==> src/rtl/i2cm_pkg.sv <==
package i2cm_pkg;
    typedef enum logic [2:0] {
        S_IDLE, S_START, S_ADDR, S_DATA, S_STOP, S_HOLD
    } i2cm_state_e;

    localparam logic [2:0] REG_TADDR  = 3'd0;
    localparam logic [2:0] REG_DATA   = 3'd1;
    localparam logic [2:0] REG_CMD    = 3'd2;
    localparam logic [2:0] REG_PERIOD = 3'd3;
    localparam logic [2:0] REG_RAW    = 3'd4;
    localparam logic [2:0] REG_MASK   = 3'd5;
    localparam logic [2:0] REG_MIS    = 3'd6;
    localparam logic [2:0] REG_CLR    = 3'd7;

    localparam int CMD_RUN   = 0;
    localparam int CMD_START = 1;
    localparam int CMD_STOP  = 2;
    localparam int CMD_ACK   = 3;
endpackage

==> src/rtl/i2cm_timer.sv <==
module i2cm_timer #(
    parameter int CLK_SCALE = 10,
    parameter int PER_W     = 8
) (
    input  logic             clk,
    input  logic             rst_n,
    input  logic             restart,
    input  logic             run,
    input  logic [PER_W-1:0] period,
    output logic             tick
);
    localparam int QUARTER = CLK_SCALE / 2;
    localparam int CNT_W   = PER_W + $clog2(CLK_SCALE) + 1;

    logic [CNT_W-1:0] cnt_q;
    logic [CNT_W-1:0] reload;

    assign reload = CNT_W'((32'(period) + 32'd1) * 32'(QUARTER) - 32'd1);
    assign tick   = run && !restart && (cnt_q == '0);

    always_ff @(posedge clk or negedge rst_n) begin
        if (!rst_n) begin
            cnt_q <= '0;
        end else if (restart) begin
            cnt_q <= reload;
        end else if (run) begin
            if (cnt_q == '0) cnt_q <= reload;
            else             cnt_q <= cnt_q - 1'b1;
        end
    end
endmodule

==> src/rtl/i2cm_engine.sv <==
module i2cm_engine
    import i2cm_pkg::*;
#(
    parameter int BYTE_W = 8
) (
    input  logic              clk,
    input  logic              rst_n,
    input  logic              tick,
    input  logic              cmd_go,
    input  logic              cmd_start,
    input  logic              cmd_stop,
    input  logic              cmd_ack,
    input  logic [BYTE_W-1:0] tgt_addr,
    input  logic [BYTE_W-1:0] tx_byte,
    input  logic              sda_in,
    output logic              busy,
    output logic              owned,
    output logic              err_adr,
    output logic              err_dat,
    output logic              done,
    output logic              rx_valid,
    output logic [BYTE_W-1:0] rx_byte,
    output logic              scl_oe,
    output logic              sda_oe
);
    localparam int BIT_W = $clog2(BYTE_W + 1);
    localparam logic [BIT_W-1:0] ACK_BIT = BIT_W'(BYTE_W);

    i2cm_state_e       state;
    logic [1:0]        phase;
    logic [BIT_W-1:0]  bitn;
    logic [BYTE_W-1:0] shift;
    logic              dir_q, ack_q, stop_q, sda_drv;

    assign busy    = (state != S_IDLE) && (state != S_HOLD);
    assign rx_byte = shift;
    assign sda_oe  = sda_drv;

    // state register
    always_ff @(posedge clk or negedge rst_n) begin
        if (!rst_n) begin
            state    <= S_IDLE;
            phase    <= 2'd0;
            bitn     <= '0;
            shift    <= '0;
            dir_q    <= 1'b0;
            ack_q    <= 1'b0;
            stop_q   <= 1'b0;
            sda_drv  <= 1'b0;
            owned    <= 1'b0;
            err_adr  <= 1'b0;
            err_dat  <= 1'b0;
            done     <= 1'b0;
            rx_valid <= 1'b0;
        end else begin
            done     <= 1'b0;
            rx_valid <= 1'b0;
            if (cmd_go) begin
                stop_q  <= cmd_stop;
                ack_q   <= cmd_ack;
                err_adr <= 1'b0;
                err_dat <= 1'b0;
                phase   <= 2'd0;
                bitn    <= '0;
                if (cmd_start) begin
                    dir_q   <= tgt_addr[0];
                    shift   <= tgt_addr;
                    sda_drv <= 1'b0;
                    state   <= S_START;
                end else begin
                    shift   <= tx_byte;
                    state   <= S_DATA;
                end
            end else if (tick) begin
                phase <= phase + 2'd1;
                unique case (state)
                    S_START: begin
                        if (phase == 2'd1) begin
                            sda_drv <= 1'b1;
                            owned   <= 1'b1;
                        end
                        if (phase == 2'd3) begin
                            state <= S_ADDR;
                            bitn  <= '0;
                        end
                    end
                    S_ADDR, S_DATA: begin
                        if (phase == 2'd0) begin
                            if (bitn == ACK_BIT)
                                sda_drv <= (state == S_DATA) && dir_q && ack_q;
                            else
                                sda_drv <= !(state == S_DATA && dir_q) && !shift[BYTE_W-1];
                        end
                        if (phase == 2'd3) begin
                            if (bitn != ACK_BIT) begin
                                shift <= {shift[BYTE_W-2:0], sda_in};
                                bitn  <= bitn + 1'b1;
                            end else begin
                                bitn <= '0;
                                if (state == S_ADDR) begin
                                    if (sda_in) begin
                                        err_adr <= 1'b1;
                                        state   <= S_STOP;
                                    end else begin
                                        state <= S_DATA;
                                        if (!dir_q) shift <= tx_byte;
                                    end
                                end else begin
                                    if (dir_q) rx_valid <= 1'b1;
                                    if (!dir_q && sda_in) begin
                                        err_dat <= 1'b1;
                                        state   <= S_STOP;
                                    end else if (stop_q) begin
                                        state <= S_STOP;
                                    end else begin
                                        state <= S_HOLD;
                                        done  <= 1'b1;
                                    end
                                end
                            end
                        end
                    end
                    S_STOP: begin
                        if (phase == 2'd0) sda_drv <= 1'b1;
                        if (phase == 2'd2) begin
                            sda_drv <= 1'b0;
                            owned   <= 1'b0;
                        end
                        if (phase == 2'd3) begin
                            state <= S_IDLE;
                            done  <= 1'b1;
                        end
                    end
                    S_IDLE, S_HOLD: ;
                    default: state <= S_IDLE;
                endcase
            end
        end
    end

    // bus outputs
    always_comb begin
        unique case (state)
            S_IDLE:          scl_oe = 1'b0;
            S_HOLD:          scl_oe = 1'b1;
            S_START:         scl_oe = (phase == 2'd0) ? owned : (phase == 2'd3);
            S_ADDR, S_DATA:  scl_oe = (phase < 2'd2);
            S_STOP:          scl_oe = (phase < 2'd2);
            default:         scl_oe = 1'b0;
        endcase
    end

    assert_sda_low_scl_R4: assert property (@(posedge clk) disable iff (!rst_n)
        ((state == S_ADDR || state == S_DATA) && !$stable(sda_drv)) |-> (scl_oe && $past(scl_oe)));

    assert_cmd_idle_R11: assert property (@(posedge clk) disable iff (!rst_n)
        cmd_go |-> !busy);

    assert_adr_nack_stop_R8: assert property (@(posedge clk) disable iff (!rst_n)
        $rose(err_adr) |-> (state == S_STOP));

    assert_release_bus_R5: assert property (@(posedge clk) disable iff (!rst_n)
        $fell(owned) |-> (!sda_oe && state == S_STOP));
endmodule

==> src/rtl/i2c_cmd_master.sv <==
module i2c_cmd_master
    import i2cm_pkg::*;
#(
    parameter int CLK_SCALE = 10
) (
    input  logic       clk,
    input  logic       rst_n,
    input  logic [2:0] reg_sel,
    input  logic       reg_we,
    input  logic [7:0] reg_wdata,
    output logic [7:0] reg_rdata,
    output logic       irq,
    output logic       scl_oe,
    output logic       sda_oe,
    input  logic       sda_in
);
    localparam int BYTE_W = 8;

    logic [BYTE_W-1:0] taddr_q, data_q, period_q, rx_byte;
    logic raw_q, mask_q;
    logic busy, owned, err_adr, err_dat, done, rx_valid, tick;
    logic cmd_wr, cmd_go;

    assign cmd_wr = reg_we && (reg_sel == REG_CMD);
    assign cmd_go = cmd_wr && reg_wdata[CMD_RUN] && !busy
                    && (reg_wdata[CMD_START] || owned);

    always_ff @(posedge clk or negedge rst_n) begin
        if (!rst_n) begin
            taddr_q  <= '0;
            data_q   <= '0;
            period_q <= '0;
            raw_q    <= 1'b0;
            mask_q   <= 1'b0;
        end else begin
            if (reg_we && reg_sel == REG_TADDR)  taddr_q  <= reg_wdata;
            if (reg_we && reg_sel == REG_PERIOD) period_q <= reg_wdata;
            if (reg_we && reg_sel == REG_MASK)   mask_q   <= reg_wdata[0];
            if (rx_valid)                            data_q <= rx_byte;
            else if (reg_we && reg_sel == REG_DATA)  data_q <= reg_wdata;
            if (done)                                        raw_q <= 1'b1;
            else if (reg_we && reg_sel == REG_CLR && reg_wdata[0]) raw_q <= 1'b0;
        end
    end

    assign irq = raw_q && mask_q;

    always_comb begin
        unique case (reg_sel)
            REG_TADDR:  reg_rdata = taddr_q;
            REG_DATA:   reg_rdata = data_q;
            REG_CMD:    reg_rdata = {3'b000, owned, err_dat, err_adr, err_adr | err_dat, busy};
            REG_PERIOD: reg_rdata = period_q;
            REG_RAW:    reg_rdata = {7'd0, raw_q};
            REG_MASK:   reg_rdata = {7'd0, mask_q};
            REG_MIS:    reg_rdata = {7'd0, raw_q & mask_q};
            default:    reg_rdata = 8'd0;
        endcase
    end

    i2cm_timer #(.CLK_SCALE(CLK_SCALE), .PER_W(BYTE_W)) u_timer (
        .clk(clk), .rst_n(rst_n), .restart(cmd_go), .run(busy),
        .period(period_q), .tick(tick)
    );

    i2cm_engine #(.BYTE_W(BYTE_W)) u_engine (
        .clk(clk), .rst_n(rst_n), .tick(tick), .cmd_go(cmd_go),
        .cmd_start(reg_wdata[CMD_START]), .cmd_stop(reg_wdata[CMD_STOP]),
        .cmd_ack(reg_wdata[CMD_ACK]), .tgt_addr(taddr_q), .tx_byte(data_q),
        .sda_in(sda_in), .busy(busy), .owned(owned), .err_adr(err_adr),
        .err_dat(err_dat), .done(done), .rx_valid(rx_valid), .rx_byte(rx_byte),
        .scl_oe(scl_oe), .sda_oe(sda_oe)
    );

    assert_irq_set_R10: assert property (@(posedge clk) disable iff (!rst_n)
        done |=> raw_q);

    assert_no_start_free_R12: assert property (@(posedge clk) disable iff (!rst_n)
        (cmd_wr && !reg_wdata[CMD_START] && !owned && !busy) |=> !busy);
endmodule

==> config.mk <==
export PLATFORM = sky130hd
export DESIGN_NAME = i2c_cmd_master
export DESIGN_NICKNAME = d
export VERILOG_FILES = /design/src/rtl/i2cm_pkg.sv /design/src/rtl/i2cm_timer.sv /design/src/rtl/i2cm_engine.sv /design/src/rtl/i2c_cmd_master.sv
export SDC_FILE = /design/constraint.sdc
export NUM_CORES = 1
export LEC_CHECK = 0
export BUFFER_PORTS_ARGS = -buffer_cell sky130_fd_sc_hd__buf_2
export CAP_MARGIN = 10
export CORE_MARGIN = 10
export CORE_UTILIZATION = 64
export CTS_BUF_LIST = sky130_fd_sc_hd__clkbuf_8
export DETAILED_ROUTE_END_ITERATION = 12
export GPL_TIMING_DRIVEN = 0
export PLACE_DENSITY = 0.86
export SLEW_MARGIN = 20
export SYNTH_ARGS = -nofsm -noshare
export SYNTH_HDL_FRONTEND = slang
export SYNTH_SLANG_ARGS = --single-unit
==> constraint.sdc <==
create_clock -name clk -period 4.5 [get_ports clk]
set_input_delay 1.125 -clock clk [delete_from_list [all_inputs] [get_ports clk]]
set_output_delay 1.125 -clock clk [all_outputs]
set_load 0.01 [all_outputs]
==> run metrics, run 1 <==
dpl cells=620; num rows=30; CTS Hold Bufs=0; Lkg Pwr=2.20 nW; CTS tree=done; GPL Wtd Cong=~0.93; post-CTS setup buffer count=0; Yosys reg bits=65; maxcap violations=0; worst-case clock buffer depth=2; synth-to-layout area growth=10.3%; DRC=0; sequential area share after synthesis=a little over a third; first-pass GRT wire length=19.4 mm; worst hold start=u_engine.done; CP Max Fanout=10; Die X=104 um; Max IR drop VDD=0.333 mV; clk sinks=65; Crit Path Category=input pin to primary output; worst r2r dst=u_timer.cnt_q[11]; final setup TNS=0 ns; I/O Buffers=23; Syn Nets=about 540; unique cell type count in the Yosys netlist=between 50 and 60; Wirelength per Cell=around 18 um; met2 WL=5.40 mm; R2R Path Start=period_q[0]; hold path depth=1; Post-Synthesis Cells=500; worst hold endpoint=raw_q; syn_area_per_cell=roughly 9.0 um^2; initial antenna violation count=0; outcome=completed; number of enable flip-flop cells after synthesis=0; Synth Flop Type=dfrtp_1; Die Ht=slightly above 100 um; post-cts resize count=0; Highest Signal Layer=met4; Synth Warn #=0; Slew Limit Headroom=between 40% and 50%; 1st-iter DRT viols=335; diode count=0; CP arrival=2.72 ns; grt ovf=0; reg2reg setup slack=around 0.68 ns; Via density=roughly 6.3; router iterations before antenna repair=5; Core Area=approximately 6800 um^2; RSZ-0062 raised after global routing=no; post-route ant nets=0; starting density of the core=approximately 66%; WL met1=4.97 mm; Post-Syn Area=4480 um^2; die area=roughly 11000 um^2; Worst Max-Slew Pin Slew=between 0.8 and 0.9 ns; CTS root buffer=clkbuf_8; Clock Latency Late Sink=around 0.36 ns; HP Class=flop to flop; TritonCTS buffer count=9; R2R depth=13; I/O pin cnt=26; ys async rst share=100%; Non-Filler Instances=636; count of pins over their slew limit=0; share of cells above drive strength 1=around 14%; hpwl dp=about 8.2 mm; part of the cycle the worst path needs=roughly 85%; largest net degree at the start of global routing=44; Layout Nets=577; number of global-route vias before repair=3951; final wirelength=about 11 mm; Fin. Hold Viols=0; CP required=between 3 and 4 ns; Final min period=3.84 ns; Worst-path clk slew=around 0.080 ns; final count of negative-setup-slack endpoints=0; Post-Route Skew=approximately 0.015 ns; Vias=3976; highest clock rate=260 MHz; Routed met3 length=820 um; gr usage total=a little over a fifth; H-tree depth=3; type of origin of the critical path=input pin; Pwr per Cell Area=about 510 nW/um^2; Setup crit end kind=primary output
==> critical path: stages <==
cell and delay, ns:
clkbuf_1 0.39, clkbuf_1 0.50, mux4_2 0.39, nor2b_1 0.15, buf_2 0.16
==> registers in the layout, summed over array words and instances, names as in the netlist <==
signal	count
data_q	8
mask_q	1
period_q	8
raw_q	1
taddr_q	8
u_engine.ack_q	1
u_engine.bitn	4
u_engine.dir_q	1
u_engine.done	1
u_engine.err_adr	1
u_engine.err_dat	1
u_engine.owned	1
u_engine.phase	2
u_engine.rx_byte	8
u_engine.rx_valid	1
u_engine.sda_oe	1
u_engine.state	3
u_engine.stop_q	1
u_timer.cnt_q	13
==> cell usage in the layout, fill, tap and decap left out, drive strengths merged, types with 11 or more instances in the layout <==
master / Yosys / final
dfrtp: 65 / 65
inv: 28 / 29
nand3: 11 / 11
mux2i: 12 / 12
nand2: 49 / 49
mux2: 19 / 19
o21ai: 46 / 46
xor2: 12 / 12
nor2: 41 / 41
buf: 5 / 29
clkbuf: 20 / 29
nand2b: 11 / 11
a21oi: 22 / 22
ha: 25 / 25
==> synthesized netlist by cell type, types with 5 or more instances <==
| library cell | n | area share, % |
|---|---|---|
| dfrtp_1 | 65 | 36 |
| nand2_1 | 49 | 4.1 |
| nor2_1 | 41 | 3.4 |
| o21ai_0 | 31 | 3.5 |
| inv_1 | 28 | 2.3 |
| ha_1 | 25 | 7.0 |
| a21oi_1 | 22 | 2.5 |
| clkbuf_1 | 20 | 1.7 |
| mux2_2 | 19 | 4.8 |
| o21ai_1 | 15 | 1.7 |
| mux2i_1 | 12 | 2.7 |
| xor2_1 | 12 | 2.3 |
| nand2b_1 | 11 | 1.5 |
| nand3_1 | 11 | 1.2 |
| xnor2_1 | 10 | 2.0 |
| a31oi_1 | 9 | 1.3 |
| nor3_1 | 9 | 1.0 |
| o221ai_1 | 8 | 1.6 |
| nor2b_1 | 7 | 0.98 |
| a211oi_1 | 6 | 1.0 |
| a21o_1 | 6 | 1.0 |
| nand4_1 | 5 | 0.70 |
| o31ai_1 | 5 | 0.84 |
| or4_1 | 5 | 0.84 |
==> worst max-delay path by stage <==
| stage | from | endpoint | slack (ns) | cells after the start |
|---|---|---|---|---|
| after global placement | reg_sel[1] | reg_rdata[3] | 0.78 | 5 |
| after detailed placement | reg_sel[1] | reg_rdata[4] | 0.74 | 5 |
| after floorplan | reg_sel[1] | reg_rdata[2] | 1.15 | 4 |
| after CTS | period_q[0] | u_timer.cnt_q[11] | 0.69 | 13 |
| final | reg_sel[1] | reg_rdata[2] | 0.66 | 5 |
| after global routing | period_q[0] | u_timer.cnt_q[11] | 0.40 | 13 |
==> report_power, final <==
group	internal [mW]	switching, mW	total [mW]
Sequential	0.703	0.132	0.835
Clock	0.260	0.262	0.522
Combinational	0.507	0.680	1.19
Total	1.47	1.07	2.54
==> stage by stage <==
step           area, um^2  worst slack [ns]  utilization (%)  hold WS [ns]  power [mW]
6_report             4940             0.660             72.8         0.454        2.54
3_5_place_dp         4740             0.736             69.8         0.431        1.99
2_1_floorplan        4480              1.15                -         0.404        1.70
3_3_place_gp         4720             0.778             69.5         0.417        1.94
5_1_grt              4940             0.400             72.8         0.478        2.74
4_1_cts              4940             0.689             72.8         0.458        2.53
==> layout make-up <==
| cell class | count | area, um^2 |
|---|---|---|
| plain buffers | 25 | 105 |
| clock buffers | 9 | 124 |
| clock inverters | 7 | 78.8 |
| fillers | 483 | 1850 |
| inverters | 28 | 105 |
| multi-input cells | 382 | 2650 |
| flip-flops and latches | 65 | 1630 |
| well taps | 96 | 120 |
| repair buffers | 24 | 138 |
==> cells by family (layout without fill, tap and decap cells) <==
family                     count (synthesis)  count (layout)  share of synthesized area, %
DFF                                       65              65                          36.3
muxes                                     35              35                          9.46
adders and majority gates                 27              27                          7.87
AOI/OAI and AO/OA                        128             128                          17.9
xor gates and xnor gates                  22              22                          4.30
buffers and inverters                     53              93                          4.69
and+or+nand+nor                          170             170                          19.5
==> layer usage <==
layer,GRT usage [%],vias to the layer above
met5,0,-
met4,7.55,0
met3,4.65,28
met2,34.2,180
met1,28.2,1886
li1,-,1882
Note: power is estimated with default switching activity, not from simulation.
==> inputs of run 2 (changes only) <==
Settings changed: CAP_MARGIN 10 to default, PLACE_DENSITY 0.86 to 0.79.
Clock period 4.5 ns to 3.55 ns, I/O delays scaled along.
==> run metrics, run 2 (synthesis gave the netlist of run 1 again) <==
gr usage total=20.9% (-0.63 points); count of pins over their slew limit=0 (unchanged); CP Cell Sequence=buf_6, and3_1, nand3_1, xor2_2, fa_1, inv_1, ha_1, and4_1, a21o_1, nor2_1, o221ai_1, xnor2_1, o21ai_1; Reg power frac=32.7% (about the same); maxcap violations=0 (unchanged); worst setup margin=0.199 ns (-0.461 ns); dpl ws=-0.247 ns (-0.983 ns); power share of the combinational group=47.2% (+0.6 points); Crit Path Category=flop to flop; largest net degree at the start of global routing=48 (+9.1%); Layout Nets=576 (-0.17%); crit path max-delay cell type=fa_1; Pwr per Cell Area=654 nW/um^2 (+27%); DP Area=4750 um^2 (+0.16%); CTS Hold Bufs=0 (unchanged); RSZ-0062 raised after global routing=no; CP required=3.78 ns (+0.40 ns); hold slack=0.407 ns (-0.0467 ns); FF/Latch Area=1630 um^2 (unchanged); starting density of the core=66.0% (unchanged); hpwl dp=8.30 mm (+1.5%); CTS tree=done; Vias=3902 (-1.9%); number of global-route vias before repair=3763 (-4.8%); Worst Max-Slew Pin Slew=0.833 ns (-0.0307 ns); Post-Route Skew=0.00930 ns (-0.00549 ns); most common cell after layout, fill and taps aside=dfrtp_1; Max IR drop VDD=0.380 mV (+14%); part of the cycle the worst path needs=~94%; 1st-iter DRT viols=322 (-3.9%); DRC=0 (unchanged); area of the multi-input gates=2680 um^2 (+1.1%); worst r2r dst=u_timer.cnt_q[11]; Clock Latency Late Sink=0.36 ns (about the same); GPL Wtd Cong=0.920 (-0.58%); Util after Layout=73.4% (+0.59 points); post-route ant nets=0 (unchanged); reg2reg setup slack=0.20 ns (-0.48 ns); Die Ht=104 um (unchanged); CTS root buffer=clkbuf_8; Fin. Hold Viols=0 (unchanged); Lkg Pwr=2.21 nW (+0.71%); Pwr Total=3.26 mW (+28%); number of flip-flops in the largest register=13 (unchanged); type of origin of the critical path=flop; Slew Limit Headroom=44.2% (+2.1 points); I/O Buffers=23 (unchanged); Core Area=6790 um^2 (unchanged); first-pass GRT wire length=18.8 mm (-3.1%); Wirelength per Cell=17.6 um (-2.3%); Max stage delay on crit path=0.56 ns (+0.06 ns); Final min period=between 3 and 4 ns; num rows=30 (unchanged); die area=10800 um^2 (unchanged); Setup crit end kind=flop; R2R depth=13 (unchanged); Pint=1.88 mW (+28%); Via density=6.14 (-1.7%); outcome=completed; HP Class=input pin to asynchronous set/reset pin; Die X=104 um (unchanged); router iterations before antenna repair=5 (unchanged); most frequent cells in the layout=dfrtp_1, nand2_1, nor2_1; grt ovf=0 (unchanged); final wirelength=11.2 mm (-2.4%); highest clock rate=just under 300 MHz; synth-to-layout area growth=11.2%; Layout fillers=538 (+11%); final count of negative-setup-slack endpoints=0 (unchanged); R2R Path Start=period_q[0]; Switching Fraction=42.2% (about the same); Worst-path clk slew=0.08 ns (about the same); Clock Power Share=20.1% (-0.4 points); clk sinks=65 (unchanged); diode count=0 (unchanged); share of cells above drive strength 1=14.5% (+0.95 points); CP arrival=3.58 ns (+0.86 ns); TritonCTS buffer count=9 (unchanged); initial antenna violation count=0 (unchanged); NetSw=1.38 mW (+28%); CP Max Fanout=10 (unchanged); worst-case clock buffer depth=2 (unchanged); I/O pin cnt=26 (unchanged); Most flops, register=u_timer.cnt_q; design area=4980 um^2 (+0.81%); H-tree depth=3 (unchanged)
==> run 2: cell type report <==
type | instances | area share, %
repair buffers | 24 | 2.91
multi-input cells | 382 | 53.7
inverters | 28 | 2.11
plain buffers | 24 | 2.18
clock inverters | 7 | 1.58
flip-flops and latches | 65 | 32.6
clock buffers | 9 | 2.48
well taps | 96 | 2.41
==> run 2: worst max-delay path by stage <==
stage / endpoint / slack (ns) / start
floorplan: u_timer.cnt_q[11] / 0.37 / period_q[0]
global placement: u_timer.cnt_q[11] / -0.20 / period_q[0]
detailed placement: u_timer.cnt_q[11] / -0.25 / period_q[0]
CTS: u_timer.cnt_q[8] / 0.004 / period_q[2]
global route: u_timer.cnt_q[11] / 0.04 / period_q[1]
finish: u_timer.cnt_q[11] / 0.20 / period_q[0]
==> run 2: critical path, delay by kind of cell (launching register included) <==
family / cells / cell delay (ns)
AO/OA/AOI/OAI: 3 / 0.50
XOR/XNOR: 2 / 0.50
adder cells (fa/ha/maj): 2 / 0.91
buffers and inverters: 2 / 0.22
flip-flops: 1 / 0.41
AND/OR/NAND/NOR: 4 / 0.68
==> run 2: timing repair <==
| item | 4_1_cts | 5_1_grt |
|---|---|---|
| endpoints found under the setup margin | 6 | 7 |
| pin swaps | 0 | 2 |
| buffers inserted | 0 | 0 |
| resized for setup | 2 | 9 |
==> run 2: per-layer routing <==
layer,GRT usage (%),vias up,wire length (um)
li1,-,1880,-
met4,5.86,0,192
met2,32.3,129,5160
met5,0,-,0
met1,28.4,1875,5090
met3,4.96,18,726
==> run 2: power groups by stage <==
stage	combinational [mW]	sequential, mW	clock [mW]
after floorplan	1.15	1.02	0
after global placement	1.43	1.05	0
after detailed placement	1.47	1.06	0
after CTS	1.49	1.05	0.662
after global routing	1.73	1.09	0.707
final	1.54	1.06	0.655
==> run 2: through the flow <==
stage	setup TNS, ns	std cells
CTS	0	636
finish	0	635
global route	0	635
floorplan	0	500
detailed placement	-0.902	620
global placement	-0.400	619
==> inputs of run 3 (changes only) <==
Settings changed: BUFFER_PORTS_ARGS -buffer_cell sky130_fd_sc_hd__buf_2 to default, CORE_UTILIZATION 64 to 67, DONT_BUFFER_PORTS from default to 1.
==> run metrics, run 3 (synthesis gave the netlist of run 1 again) <==
outcome=completed; Slew Limit Headroom=43.0% (-1.2 points); clk sinks=65 (unchanged); number of flip-flops in the largest register=13 (unchanged); GPL Wtd Cong=0.936 (+1.7%); Worst Max-Slew Pin Slew=0.852 ns (+0.0184 ns); Pwr Total=3.32 mW (+2.0%); worst path buffer plus inverter count=3 (+1); type of origin of the critical path=flop; Layout Nets=552 (-4.2%); CTS root buffer=clkbuf_8; synth-to-layout area growth=8.37%; CP Max Fanout=10 (unchanged); Wirelength per Cell=18.8 um (+7.0%); Clock Latency Late Sink=0.35 ns (about the same); final wirelength=11.1 mm (-0.21%); Clock Power Share=23.3% (+3.2 points); CP required=3.76 ns (-0.02 ns); worst r2r dst=u_timer.cnt_q[11]; maxcap violations=0 (unchanged); gr usage total=22.0% (+1.1 points); CP dominant cell by count=inv_1; Max IR drop VDD=0.469 mV (+23%); Lkg Pwr=2.11 nW (-4.5%); largest net degree at the start of global routing=66 (+38%); Vias=3866 (-0.92%); grt ovf=0 (unchanged); final count of negative-setup-slack endpoints=0 (unchanged); Layout fillers=450 (-16%); share of cells above drive strength 1=10.3% (-4.2 points); Non-Filler Instances=592 (-6.8%); Pint=1.99 mW (+5.8%); Most flops, register=u_timer.cnt_q; highest clock rate=297 MHz (-0.63%); Die Ht=102 um (-1.8%); Pwr per Cell Area=684 nW/um^2 (+4.6%); dpl cells=577 (-6.9%); Core Area=6420 um^2 (-5.5%); starting density of the core=69.8% (+3.8 points); initial antenna violation count=0 (unchanged); most frequent cells in the layout=dfrtp_1, nand2_1, nor2_1; Max stage delay on crit path=0.52 ns (-0.04 ns); reg2reg setup slack=0.18 ns (-0.02 ns); router iterations before antenna repair=5 (unchanged); worst-case clock buffer depth=2 (unchanged); Switching Fraction=40.0% (-2.2 points); H-tree depth=3 (unchanged); most common cell after layout, fill and taps aside=dfrtp_1; DRC=0 (unchanged); I/O Buffers=0 (-100%); Reg power frac=32.0% (-0.7 points); R2R depth=13 (unchanged); Worst-path clk slew=0.08 ns (about the same); Via density=6.53 (+6.3%); post-route ant nets=0 (unchanged); I/O pin cnt=26 (unchanged); Die X=102 um (-1.8%); NetSw=1.33 mW (-3.2%); Setup crit end kind=flop; Post-Route Skew=0.0110 ns (+0.00166 ns); num rows=29 (-3.3%); CTS tree=done; final setup TNS=0 ns (unchanged); first-pass GRT wire length=18.2 mm (-3.4%); 1st-iter DRT viols=252 (-22%); count of pins over their slew limit=0 (unchanged); WP depth=13 (unchanged); die area=10400 um^2 (-3.6%); area of the multi-input gates=2680 um^2 (about the same); Fin. Hold Viols=0 (unchanged); TritonCTS buffer count=9 (unchanged); hpwl dp=8.02 mm (-3.3%); Final min period=3.37 ns (+0.0213 ns); HP Class=input pin to asynchronous set/reset pin; R2R Path Start=period_q[0]; Crit Path Category=flop to flop; crit path max-delay cell type=fa_1; diode count=0 (unchanged); Top delay family on crit path=adder cells; FF/Latch Area=1630 um^2 (about the same); Worst Setup EP=u_timer.cnt_q[11]; CP arrival=3.58 ns (about the same); number of global-route vias before repair=3575 (-5.0%); power share of the combinational group=44.7% (-2.5 points); Critical Path Source=period_q[0]; CP Cell Sequence=buf_6, nand3_1, xor2_1, inv_1, fa_1, inv_1, ha_1, and4_1, a21o_1, nor2_1, o221ai_1, xnor2_1, o21ai_1; part of the cycle the worst path needs=95.0% (+0.60 points)
[run 3: power groups by stage]
| stage | sequential, mW | clock [mW] | combinational, mW |
|---|---|---|---|
| 5_1_grt | 1.09 | 0.810 | 1.66 |
| 4_1_cts | 1.05 | 0.777 | 1.47 |
| 6_report | 1.06 | 0.774 | 1.49 |
| 3_5_place_dp | 1.06 | 0 | 1.45 |
| 2_1_floorplan | 1.02 | 0 | 1.15 |
| 3_3_place_gp | 1.05 | 0 | 1.40 |
[run 3: layout make-up]
class / count / area share [%]
multi-input cells: 382 / 55.1
flip-flops and latches: 65 / 33.5
clock buffers: 9 / 2.55
clock inverters: 7 / 2.45
plain buffers: 24 / 2.24
inverters: 28 / 2.16
well taps: 77 / 1.98
[run 3: how the worst min path moves through the flow]
stage / startpoint / end / slack [ns]
6_report: rst_n / u_engine.rx_byte[6] / 0.23
5_1_grt: rst_n / period_q[2] / 0.22
4_1_cts: rst_n / u_engine.rx_byte[6] / 0.22
3_5_place_dp: u_engine.done / raw_q / 0.42
3_3_place_gp: u_engine.done / raw_q / 0.41
2_1_floorplan: u_engine.done / raw_q / 0.40
[run 3: layer usage]
metal  share of wire (%)  up-vias  GRT usage [%]
met1                  45     1873           29.8
li1                    -     1829              -
met3                 7.1       21           4.25
met5                   0        -              0
met4                 2.1        0           8.03
met2                  45      143           34.3
[run 3: repair_timing]
item,4_1_cts,5_1_grt
hold buffers,0,0
resized for setup,2,8
pin swaps,0,2
buffers inserted,0,0
setup endpoints to repair,7,5
[run 3: stage by stage]
step	setup WS [ns]	util (%)	hold WS (ns)	instance area [um^2]
final	0.178	75.7	0.233	4860
after global routing	-0.000563	75.7	0.222	4860
after CTS	0.0497	75.2	0.225	4830
after detailed placement	-0.218	71.3	0.420	4580
after global placement	-0.166	71.3	0.411	4580
after floorplan	0.373	-	0.404	4480
